File: src/rtl/hz_pkg.sv
package hz_pkg;

    localparam int REG_W = 5;

    typedef enum logic [2:0] {
        CLS_ALU   = 3'd0,
        CLS_LOAD  = 3'd1,
        CLS_SHIFT = 3'd2,
        CLS_RDCTL = 3'd3,
        CLS_MUL   = 3'd4,
        CLS_DIV   = 3'd5,
        CLS_MCUST = 3'd6,
        CLS_FLUSH = 3'd7
    } op_cls_e;

    typedef struct packed {
        logic             vld;
        logic             late;
        logic             flush;
        logic [REG_W-1:0] rd;
    } slot_t;

    // Late producers need two slots of separation from their consumers.
    function automatic logic cls_is_late(op_cls_e c, logic hw_muldiv);
        case (c)
            CLS_LOAD, CLS_SHIFT, CLS_RDCTL, CLS_MCUST: cls_is_late = 1'b1;
            CLS_MUL, CLS_DIV:                          cls_is_late = hw_muldiv;
            default:                                   cls_is_late = 1'b0;
        endcase
    endfunction

    function automatic logic cls_is_flush(op_cls_e c);
        cls_is_flush = (c == CLS_FLUSH);
    endfunction

    function automatic slot_t build_slot(op_cls_e c, logic [REG_W-1:0] rd, logic hw_muldiv);
        slot_t s;
        s.vld   = 1'b1;
        s.late  = cls_is_late(c, hw_muldiv);
        s.flush = cls_is_flush(c);
        s.rd    = rd;
        return s;
    endfunction

endpackage

File: src/rtl/hz_track.sv
module hz_track
    import hz_pkg::*;
#(
    parameter int DEPTH = 2
) (
    input  logic                    clk,
    input  logic                    rst,
    input  logic                    advance,
    input  logic                    push,
    input  slot_t                   push_slot,
    input  logic                    kill_all,
    output slot_t [DEPTH-1:0]       stg
);

    // Entry 0 is execute; entry DEPTH-1 is the stage where flushes resolve.
    always_ff @(posedge clk) begin
        if (rst) begin
            stg[0] <= '0;
        end else if (advance) begin
            stg[0] <= (push && !kill_all) ? push_slot : '0;
        end
    end

    for (genvar i = 1; i < DEPTH; i++) begin : g_shift
        always_ff @(posedge clk) begin
            if (rst) begin
                stg[i] <= '0;
            end else if (advance) begin
                stg[i] <= kill_all ? '0 : stg[i-1];
            end
        end
    end

endmodule

File: src/rtl/hz_detect.sv
module hz_detect
    import hz_pkg::*;
#(
    parameter int DEPTH = 2
) (
    input  slot_t [DEPTH-1:0]  stg,
    input  logic               d_valid,
    input  logic [REG_W-1:0]   rs1,
    input  logic               rs1_en,
    input  logic [REG_W-1:0]   rs2,
    input  logic               rs2_en,
    output logic               hazard
);

    logic [DEPTH-1:0] hit;

    for (genvar i = 0; i < DEPTH; i++) begin : g_cmp
        logic live_dst;
        assign live_dst = stg[i].vld && stg[i].late && (stg[i].rd != '0);
        assign hit[i]   = live_dst &&
                          ((rs1_en && (rs1 == stg[i].rd)) ||
                           (rs2_en && (rs2 == stg[i].rd)));
    end

    assign hazard = d_valid && (|hit);

endmodule

File: src/rtl/hz_flush.sv
module hz_flush
    import hz_pkg::*;
#(
    parameter int KILL_W = 3
) (
    input  slot_t              resolve_slot,
    input  logic               advance,
    output logic               flush_active,
    output logic [KILL_W-1:0]  kill
);

    assign flush_active = resolve_slot.vld && resolve_slot.flush;
    assign kill         = (flush_active && advance) ? '1 : '0;

endmodule

File: src/rtl/hz_interlock.sv
module hz_interlock
    import hz_pkg::*;
#(
    parameter bit HW_MULDIV = 1'b1,
    parameter int LATE_GAP  = 2
) (
    input  logic              clk,
    input  logic              rst,
    input  logic              d_valid,
    input  logic [2:0]        d_cls,
    input  logic [REG_W-1:0]  d_rd,
    input  logic [REG_W-1:0]  d_rs1,
    input  logic              d_rs1_en,
    input  logic [REG_W-1:0]  d_rs2,
    input  logic              d_rs2_en,
    input  logic              bus_busy,
    output logic              stall_o,
    output logic              advance_o,
    output logic [LATE_GAP:0] kill_o,
    output logic              e_vld_o,
    output logic              m_vld_o
);

    localparam int KILL_W = LATE_GAP + 1;
    localparam int LAST   = LATE_GAP - 1;

    slot_t [LATE_GAP-1:0] stg;
    slot_t                d_slot;
    logic                 hazard;
    logic                 flush_active;

    assign d_slot    = build_slot(op_cls_e'(d_cls), d_rd, HW_MULDIV);
    assign advance_o = !bus_busy;
    assign stall_o   = hazard && !flush_active;

    hz_track #(.DEPTH(LATE_GAP)) u_track (
        .clk       (clk),
        .rst       (rst),
        .advance   (advance_o),
        .push      (d_valid && !stall_o),
        .push_slot (d_slot),
        .kill_all  (flush_active),
        .stg       (stg)
    );

    hz_detect #(.DEPTH(LATE_GAP)) u_detect (
        .stg     (stg),
        .d_valid (d_valid),
        .rs1     (d_rs1),
        .rs1_en  (d_rs1_en),
        .rs2     (d_rs2),
        .rs2_en  (d_rs2_en),
        .hazard  (hazard)
    );

    hz_flush #(.KILL_W(KILL_W)) u_flush (
        .resolve_slot (stg[LAST]),
        .advance      (advance_o),
        .flush_active (flush_active),
        .kill         (kill_o)
    );

    assign e_vld_o = stg[0].vld;
    assign m_vld_o = stg[LAST].vld;

endmodule

File: config.mk
export PLATFORM = sky130hd
export DESIGN_NAME = hz_interlock
export DESIGN_NICKNAME = d
export VERILOG_FILES = /design/src/rtl/hz_pkg.sv /design/src/rtl/hz_track.sv /design/src/rtl/hz_detect.sv /design/src/rtl/hz_flush.sv /design/src/rtl/hz_interlock.sv
export SDC_FILE = /design/constraint.sdc
export NUM_CORES = 1
export LEC_CHECK = 0
export CORE_MARGIN = 3
export CORE_UTILIZATION = 39
export CTS_CLUSTER_SIZE = 24
export DETAILED_ROUTE_END_ITERATION = 7
export GPL_ROUTABILITY_DRIVEN = 0
export GPL_TIMING_DRIVEN = 0
export HOLD_SLACK_MARGIN = 0.1
export PLACE_DENSITY = 0.74
export SLEW_MARGIN = 20
export SYNTH_ARGS = -nofsm -noshare
export SYNTH_HDL_FRONTEND = slang
export SYNTH_SLANG_ARGS = --single-unit
export TNS_END_PERCENT = 30
File: constraint.sdc
create_clock -name clk -period 1.7 [get_ports clk]
set_input_delay 0.17 -clock clk [delete_from_list [all_inputs] [get_ports clk]]
set_output_delay 0.17 -clock clk [all_outputs]
set_load 0.005 [all_outputs]
==> results of run 1 <==
[stage by stage]
stage                     total power (µW)  util [%]  std cells  hold WS [ns]  setup TNS (ns)
final                                  840      69.4        162         0.372          -0.614
after global routing                   875      69.4        162         0.402           -1.15
after CTS                              829      66.2        159         0.469           -1.14
after detailed placement               566      59.4        148         0.469           -2.84
after global placement                 563      59.4        148         0.472           -1.96
after floorplan                        482         -         91         0.303               0
[area by class of cell]
type                    instances  area [µm²]  area share, %
flip-flops and latches         16         338           23.8
clock buffers                   4        36.3           2.56
multi-input cells              70         602           42.5
plain buffers                   4        30.0           2.12
inverters                       1        3.75          0.265
repair buffers                 40         374           26.4
well taps                      27        33.8           2.38
[cells in the final DEF (no fill, tap or decap)]
cell type	instances
or3_4	1
a21o_2	1
nand2_1	5
a22o_1	7
or2_2	1
buf_2	1
xnor2_1	17
clkdlybuf4s50_1	27
buf_4	12
a22oi_2	1
nor3_1	1
buf_6	2
inv_1	1
clkbuf_4	3
dlymetal6s2s_1	1
and3_1	1
xnor2_2	3
nand4_1	4
clkbuf_8	1
dfxtp_2	5
clkbuf_1	1
nor2_4	1
nor2_1	11
o311a_4	1
dfxtp_1	8
nand2_2	1
or3_1	2
a221oi_4	1
o22ai_4	2
mux2i_1	8
o311a_1	1
dfxtp_4	3
[metal layers]
layer | GRT usage [%] | up-vias | wire, µm
li1 | - | 418 | -
met3 | 1.97 | 9 | 143
met5 | 0 | - | 0
met1 | 20.7 | 405 | 983
met2 | 34.7 | 30 | 1240
met4 | 9.36 | 0 | 72
[what timing repair did]
action | 4_1_cts | 5_1_grt
pin swaps | 7 | 14
resized for setup | 22 | 10
setup endpoints to repair | 12 | 11
buffers inserted | 7 | 3
[worst paths after layout]
check                              startpoint                      endpoint  slack (ns)
setup / recovery  u_track.stg[3]$_SDFFE_PP0N_                       stall_o       -0.12
hold / removal                       bus_busy  u_track.stg[11]$_SDFFE_PP0N_        0.37
setup reg to reg  u_track.stg[3]$_SDFFE_PP0N_   u_track.stg[3]$_SDFFE_PP0N_       -0.08
hold reg to reg   u_track.stg[5]$_SDFFE_PP0N_   u_track.stg[5]$_SDFFE_PP0N_        0.50
[cell families after synthesis]
kind of cell | synth area share (%)
buffers and inverters | 3.13
AOI/OAI and AO/OA | 16.8
and+or+nand+nor | 14.7
DFF | 36.4
muxes | 9.10
xor gates and xnor gates | 19.9
[power groups by stage]
stage / Clock, µW / Sequential [µW] / Combinational (µW)
floorplan: 0 / 407 / 74.9
global placement: 0 / 412 / 151
detailed placement: 0 / 412 / 154
CTS: 259 / 399 / 171
global route: 275 / 400 / 199
finish: 256 / 398 / 186
[critical path, delay by kind of cell, from the launching register on]
family,cells,cell delay (ns)
AOI/OAI and AO/OA,2,0.46
buffers and inverters,1,0.12
DFF,1,0.37
and+or+nand+nor,2,0.41
==> results.json, run 1 <==
{
  "status": "finished, violations left",
  "violations": "setup timing",
  "h-tree-depth": 1,
  "cts_hold_buffers": 0,
  "io_pins": 31,
  "drcViolationCount": 0,
  "finalWorstSetupSlack_ns": -0.117,
  "start_util_pct": 43.1,
  "hold_viol": 0,
  "top_register": "u_track.stg",
  "synth_nets": 115,
  "nets": 160,
  "core_mm2": 0.00204,
  "p_seq_share_pct": 47.4,
  "clk_path_buf_depth": 2,
  "cp-start-kind": "flip-flop",
  "ir_worst_vdd_mv": 0.496,
  "slowest_stage": "dfxtp_4",
  "syn_area_um2": 880,
  "drv_slew": 0,
  "die_width_um": 53.5,
  "drtIter0Drc": 8,
  "cap_violations": 0,
  "place_area_mm2": 0.00121,
  "grt_max_degree": 11,
  "synth-async-reset-ratio_pct": 0,
  "required_ns": 1.53,
  "synth-seq-cells": 16,
  "cp-end-kind": "output pin",
  "setup_viol": 9,
  "fin_area_mm2": 0.00142,
  "clk_latency_ns": 0.29,
  "arrival_ns": 1.65,
  "yosysMostFrequentCell": "xnor2_1",
  "skew_ns": 0.00870,
  "reg2regPathDepth": 6,
  "ys_top_cells_by_count": "20 x xnor2_1, 16 x dfxtp_1, 12 x nor2_1",
  "dr.pass1.iters": 4,
  "largest_reg_flops": 16,
  "critical_path.cell_chain": "or3_1, o311a_1, a22oi_2, nor2_1, buf_2",
  "maxSlewHeadroom_pct": 63.6,
  "synth.top_cell.area_share_pct": 36.4,
  "grt_pass1_vias": 865,
  "layout-drive-gt1-share_pct": 29.6,
  "die_y_um": 53.5,
  "ys.flop_type": "dfxtp_1",
  "hold_depth": 4,
  "crit_fanout": 4,
  "final_antenna_net_count": 0,
  "yosysWarnings": 0,
  "grt_usage_pct": 18.8,
  "tightest_slew_ns": 0.544,
  "fmax_ghz": 0.550,
  "pwr-share-clk_pct": 30.5,
  "combPwrFrac_pct": 22.1,
  "grt_pass1_wl_um": 3860,
  "netSwitchingPower_uw": 212,
  "p_leak_uw": 0.000566,
  "syn_avg_cell_area_um2": 9.67,
  "cts_num_sinks": 16,
  "fill_cells": 160,
  "power_density_mw_per_mm2": 593,
  "swShare_pct": 25.2,
  "design.die.area_mm2": 0.00286,
  "area_delta_synth_final_pct": 61.2,
  "synthCells": 91,
  "routedWlPerCell_um": 15.1,
  "path_class": "flip-flop to output pin",
  "vias": 862,
  "hold_class": "primary input to flip-flop",
  "synth_area_leaders": "dfxtp_1 36%, xnor2_1 20%, mux2i_1 9.1%",
  "rsz0062_at_grt": "yes",
  "layout_worst_path_cycle_share_pct": 107,
  "numCtsBuffers": 3,
  "ys_types": 21,
  "top_regs": "u_track.stg: 16 flops",
  "max_stage_delay_ns": 0.37,
  "min_period_ns": 1.82,
  "rows": 16,
  "cts_tree": "done",
  "antenna_found_initial": 0,
  "wl_um": 2440,
  "ys_seq_area_share_pct": 36.4,
  "viasPerCell": 5.32,
  "hpwl_um": 1630,
  "synth_edf_count": 0,
  "post-place-ws_ns": -0.591,
  "cts-root-buf": "clkbuf_4",
  "clk_pin_slew_ns": 0.10,
  "internal-power_uw": 629,
  "yosys.area.top_type": "dfxtp_1",
  "diodes": 0,
  "grt_overflow": 0,
  "portBuffers": 30
}
Note: power is estimated with default switching activity, not from simulation.
==> run 2, diff against run 1 <==
Settings changed: RECOVER_POWER set to 25.
==> results.json, run 2 (synthesized netlist as in run 1, its figures left out) <==
{
  "min_period_ns": 1.82,
  "grt_pass1_wl_um": 3860,
  "largest_reg_flops": 16,
  "portBuffers": 30,
  "hold_class": "primary input to flip-flop",
  "antenna_found_initial": 0,
  "dr_wl_met2_um": 1240,
  "setup_viol": 10,
  "cp-end-kind": "output pin",
  "cts_tree": "done",
  "required_ns": 1.53,
  "nets": 160,
  "drcViolationCount": 0,
  "area_delta_synth_final_pct": 61.0,
  "design.die.area_mm2": 0.00286,
  "maxSlewHeadroom_pct": 63.6,
  "layout-drive-gt1-share_pct": 28.9,
  "die_width_um": 53.5,
  "cts_num_sinks": 16,
  "grt_max_degree": 11,
  "layout_worst_path_cycle_share_pct": 107,
  "rsz0062_at_grt": "yes",
  "final_antenna_net_count": 0,
  "wl_met1_um": 983,
  "grt_pass1_vias": 865,
  "wl_um": 2440,
  "hpwl_um": 1630,
  "hold_viol": 0,
  "skew_ns": 0.00870,
  "grt_overflow": 0,
  "finalWorstSetupSlack_ns": -0.117,
  "final_cell_count_no_fill": 162,
  "top_regs": "u_track.stg: 16 flops",
  "drtIter0Drc": 8,
  "p_leak_uw": 0.000566,
  "power_density_mw_per_mm2": 593,
  "top_register": "u_track.stg",
  "cp-start-kind": "flip-flop",
  "tightest_slew_ns": 0.544,
  "core_mm2": 0.00204,
  "path_class": "flip-flop to output pin",
  "start_util_pct": 43.1,
  "hold_ws_ns": 0.372,
  "dr.max_layer_used": "met4",
  "die_y_um": 53.5,
  "final.setup.tns_ns": -0.616,
  "cap_violations": 0,
  "crit_fanout": 4,
  "fmax_ghz": 0.550,
  "routedWlPerCell_um": 15.1,
  "clk_path_buf_depth": 2,
  "layout_common_cells": "26 x clkdlybuf4s50_1, 17 x xnor2_1, 12 x buf_4",
  "arrival_ns": 1.65,
  "final_common_cell": "clkdlybuf4s50_1",
  "dp.cells": 148,
  "diodes": 0,
  "cts-root-buf": "clkbuf_4",
  "critical_path.cell_chain": "or3_1, o311a_1, a22oi_2, nor2_1, buf_2",
  "slowest_stage": "dfxtp_4",
  "routed-wl-met3_um": 143,
  "ir_worst_vdd_mv": 0.496,
  "viasPerCell": 5.32,
  "clk_latency_ns": 0.29,
  "violations": "setup timing",
  "numCtsBuffers": 3,
  "clk_pin_slew_ns": 0.10,
  "h-tree-depth": 1,
  "vias": 862,
  "max_stage_delay_ns": 0.37,
  "rows": 16,
  "status": "finished, violations left",
  "dr.pass1.iters": 4,
  "io_pins": 31,
  "grt_usage_pct": 18.8,
  "drv_slew": 0
}
==> run 2: cell count changes in the layout (fill, tap and decap cells not counted) <==
| cell | before | now |
|---|---|---|
| dfxtp_1 | 8 | 9 |
| clkdlybuf4s50_1 | 27 | 26 |
| dfxtp_2 | 5 | 4 |
| dlygate4sd3_1 | 0 | 1 |
==> run 2: area by class of cell <==
type | instances | area [µm²]
Clock buffer | 4 | 36.3
Inverter | 1 | 3.75
Tap cell | 27 | 33.8
Sequential cell | 16 | 337
Buffer | 4 | 30.0
Timing Repair Buffer | 40 | 374
Multi-Input combinational cell | 70 | 602
Fill cell | 161 | 626
==> run 2: timing repair <==
action | 4_1_cts | 5_1_grt
pin swaps | 7 | 14
resized for setup | 22 | 10
hold buffers | 0 | 0
endpoints found under the hold margin | 0 | 0
buffers inserted | 7 | 3
setup endpoints to repair | 12 | 11
==> run 2: final timing paths <==
| kind | end | slack, ns | cells past startpoint | from |
|---|---|---|---|---|
| max | stall_o | -0.12 | 5 | u_track.stg[3]$_SDFFE_PP0N_ |
| min | u_track.stg[11]$_SDFFE_PP0N_ | 0.37 | 4 | bus_busy |
| max reg2reg | u_track.stg[3]$_SDFFE_PP0N_ | -0.08 | 6 | u_track.stg[3]$_SDFFE_PP0N_ |
| min reg2reg | u_track.stg[5]$_SDFFE_PP0N_ | 0.50 | 1 | u_track.stg[5]$_SDFFE_PP0N_ |
==> run 2: worst max-delay path, delay by kind of cell (launching register included) <==
family,cells,cell delay [ns]
compound gates,2,0.46
buf+inv,1,0.12
flops,1,0.37
simple gates,2,0.41
==> run 2: per-layer routing <==
layer | GRT usage, % | vias up
met5 | 0 | -
met1 | 20.7 | 405
li1 | - | 418
met2 | 34.7 | 30
met3 | 1.97 | 9
met4 | 9.36 | 0
==> run 2: per-stage QoR <==
stage               area, µm²  utilization (%)  total power [µW]  worst slack [ns]
finish                   1420             69.4               840            -0.117
floorplan                 880                -               482            0.0504
CTS                      1350             66.2               829            -0.198
global placement         1210             59.4               563            -0.530
detailed placement       1210             59.4               566            -0.591
global route             1420             69.4               874            -0.200
==> run 2: where the power goes <==
group / switching [µW] / internal (µW)
Combinational: 71.5 / 114
Clock: 126 / 130
Sequential: 14.2 / 384
Total: 212 / 628
==> run 3, diff against run 2 <==
Settings changed: GPL_TIMING_DRIVEN 0 to not set.
==> results.json, run 3 (synthesized netlist as in run 1, its figures left out) <==
{
  "rows": 16,
  "diodes": 0,
  "p_leak_uw": 0.000567,
  "drcViolationCount": 0,
  "layout_worst_path_cycle_share_pct": 107,
  "clk_path_buf_depth": 2,
  "cap_violations": 0,
  "final_common_cell": "clkdlybuf4s50_1",
  "cts_hold_buffers": 0,
  "hold_class": "primary input to flip-flop",
  "skew_ns": 0.00270,
  "critPathLaunch": "u_track.stg[12]$_SDFFE_PP0N_",
  "arrival_ns": 1.65,
  "drtIter0Drc": 1,
  "grt_use_met2_pct": 32.9,
  "swShare_pct": 24.1,
  "violations": "setup timing",
  "status": "finished, violations left",
  "maxSlewHeadroom_pct": 64.3,
  "setup_viol": 12,
  "area_delta_synth_final_pct": 59.5,
  "seqCellArea_um2": 324,
  "post-cts-setup-buffer-count": 0,
  "combPwrFrac_pct": 21.9,
  "die_y_um": 53.5,
  "largest_reg_flops": 16,
  "clk_latency_ns": 0.28,
  "grt_usage_pct": 17.1,
  "multi_input_area_um2": 554,
  "internal-power_uw": 634,
  "cp-start-kind": "flip-flop",
  "grt_max_degree": 10,
  "final_cell_count_no_fill": 167,
  "final_antenna_net_count": 0,
  "grt_pass1_wl_um": 3620,
  "cts_num_sinks": 16,
  "drv_slew": 0,
  "cts_tree": "done",
  "min_period_ns": 1.82,
  "cp-end-kind": "output pin",
  "total_power_uw": 835,
  "finalWorstSetupSlack_ns": -0.119,
  "routedWlPerCell_um": 13.7,
  "antenna_found_initial": 0,
  "die_width_um": 53.5,
  "pwr-share-clk_pct": 30.2,
  "layout_common_cells": "29 x clkdlybuf4s50_1, 20 x xnor2_1, 18 x buf_4",
  "fmax_ghz": 0.550,
  "crit_fanout": 2,
  "hpwl_um": 1840,
  "final.setup.tns_ns": -0.889,
  "nets": 165,
  "p_seq_share_pct": 47.9,
  "required_ns": 1.53,
  "dr.pass1.iters": 2,
  "grt_busiest_layer": "met2",
  "vias": 816,
  "fin_util_pct": 68.7,
  "power_density_mw_per_mm2": 595,
  "grt_use_met3_pct": 1.69,
  "layout-drive-gt1-share_pct": 24.3,
  "grt_pass1_vias": 879,
  "top_regs": "u_track.stg: 16 flops",
  "post-place-ws_ns": -0.402,
  "io_pins": 31,
  "ir_worst_vdd_mv": 0.504,
  "design.die.area_mm2": 0.00286,
  "start_util_pct": 43.1,
  "wl_um": 2300,
  "h-tree-depth": 1,
  "dp.cells": 163,
  "netSwitchingPower_uw": 201,
  "grt_overflow": 0,
  "clk_pin_slew_ns": 0.09,
  "cts-root-buf": "clkbuf_4",
  "hp-start": "d_rd[4]",
  "worstReg2RegStart": "u_track.stg[12]$_SDFFE_PP0N_",
  "met1_usage_pct": 19.8,
  "hold_viol": 0,
  "core_mm2": 0.00204,
  "numCtsBuffers": 3,
  "path_class": "flip-flop to output pin",
  "tightest_slew_ns": 0.533,
  "portBuffers": 30,
  "rsz0062_at_grt": "yes",
  "viasPerCell": 4.89,
  "top_register": "u_track.stg",
  "fill_cells": 190
}
==> run 3: path summary, 6_finish.rpt <==
path / end / slack [ns] / cells past startpoint
worst max-delay path: stall_o / -0.12 / 5
worst min-delay path: u_track.stg[4]$_SDFFE_PP0N_ / 0.48 / 2
worst max register to register: u_track.stg[3]$_SDFFE_PP0N_ / -0.11 / 6
worst min register to register: u_track.stg[5]$_SDFFE_PP0N_ / 0.49 / 1
==> run 3: final cells by class <==
cell class                 instances  share of cell area, %
tap                               27                   2.41
clock buffer                       4                   2.59
inverter                           1                  0.268
sequential                        16                   23.1
timing repair buffer              49                   32.1
multi-input combinational         70                   39.5
==> run 3: power by group through the flow <==
stage | Sequential, µW | Clock, µW | Combinational (µW)
detailed placement | 408 | 0 | 180
floorplan | 407 | 0 | 74.9
global route | 402 | 267 | 197
finish | 400 | 252 | 183
global placement | 408 | 0 | 176
CTS | 400 | 257 | 185
==> run 3: critical path, cell delays in order (launching register included) <==
cell	delay [ns]
dfxtp_2	0.33
or3_4	0.38
o311a_4	0.32
a22oi_2	0.17
nor2_1	0.05
buf_2	0.12
==> run 3: repair_timing <==
item / 4_1_cts / 5_1_grt
resized for setup: 11 / 2
setup endpoints to repair: 12 / 12
pin swaps: 4 / 5
==> run 3: per-layer routing <==
layer	share of wire, %	vias to the layer above
li1	-	421
met1	46	374
met2	51	21
met3	2.9	0
met4	0	0
met5	0	-
==> run 3: metrics by stage <==
step / area (µm²) / hold WS [ns]
floorplan: 880 / 0.303
global placement: 1350 / 0.466
detailed placement: 1350 / 0.465
CTS: 1400 / 0.482
global route: 1400 / 0.488
finish: 1400 / 0.481
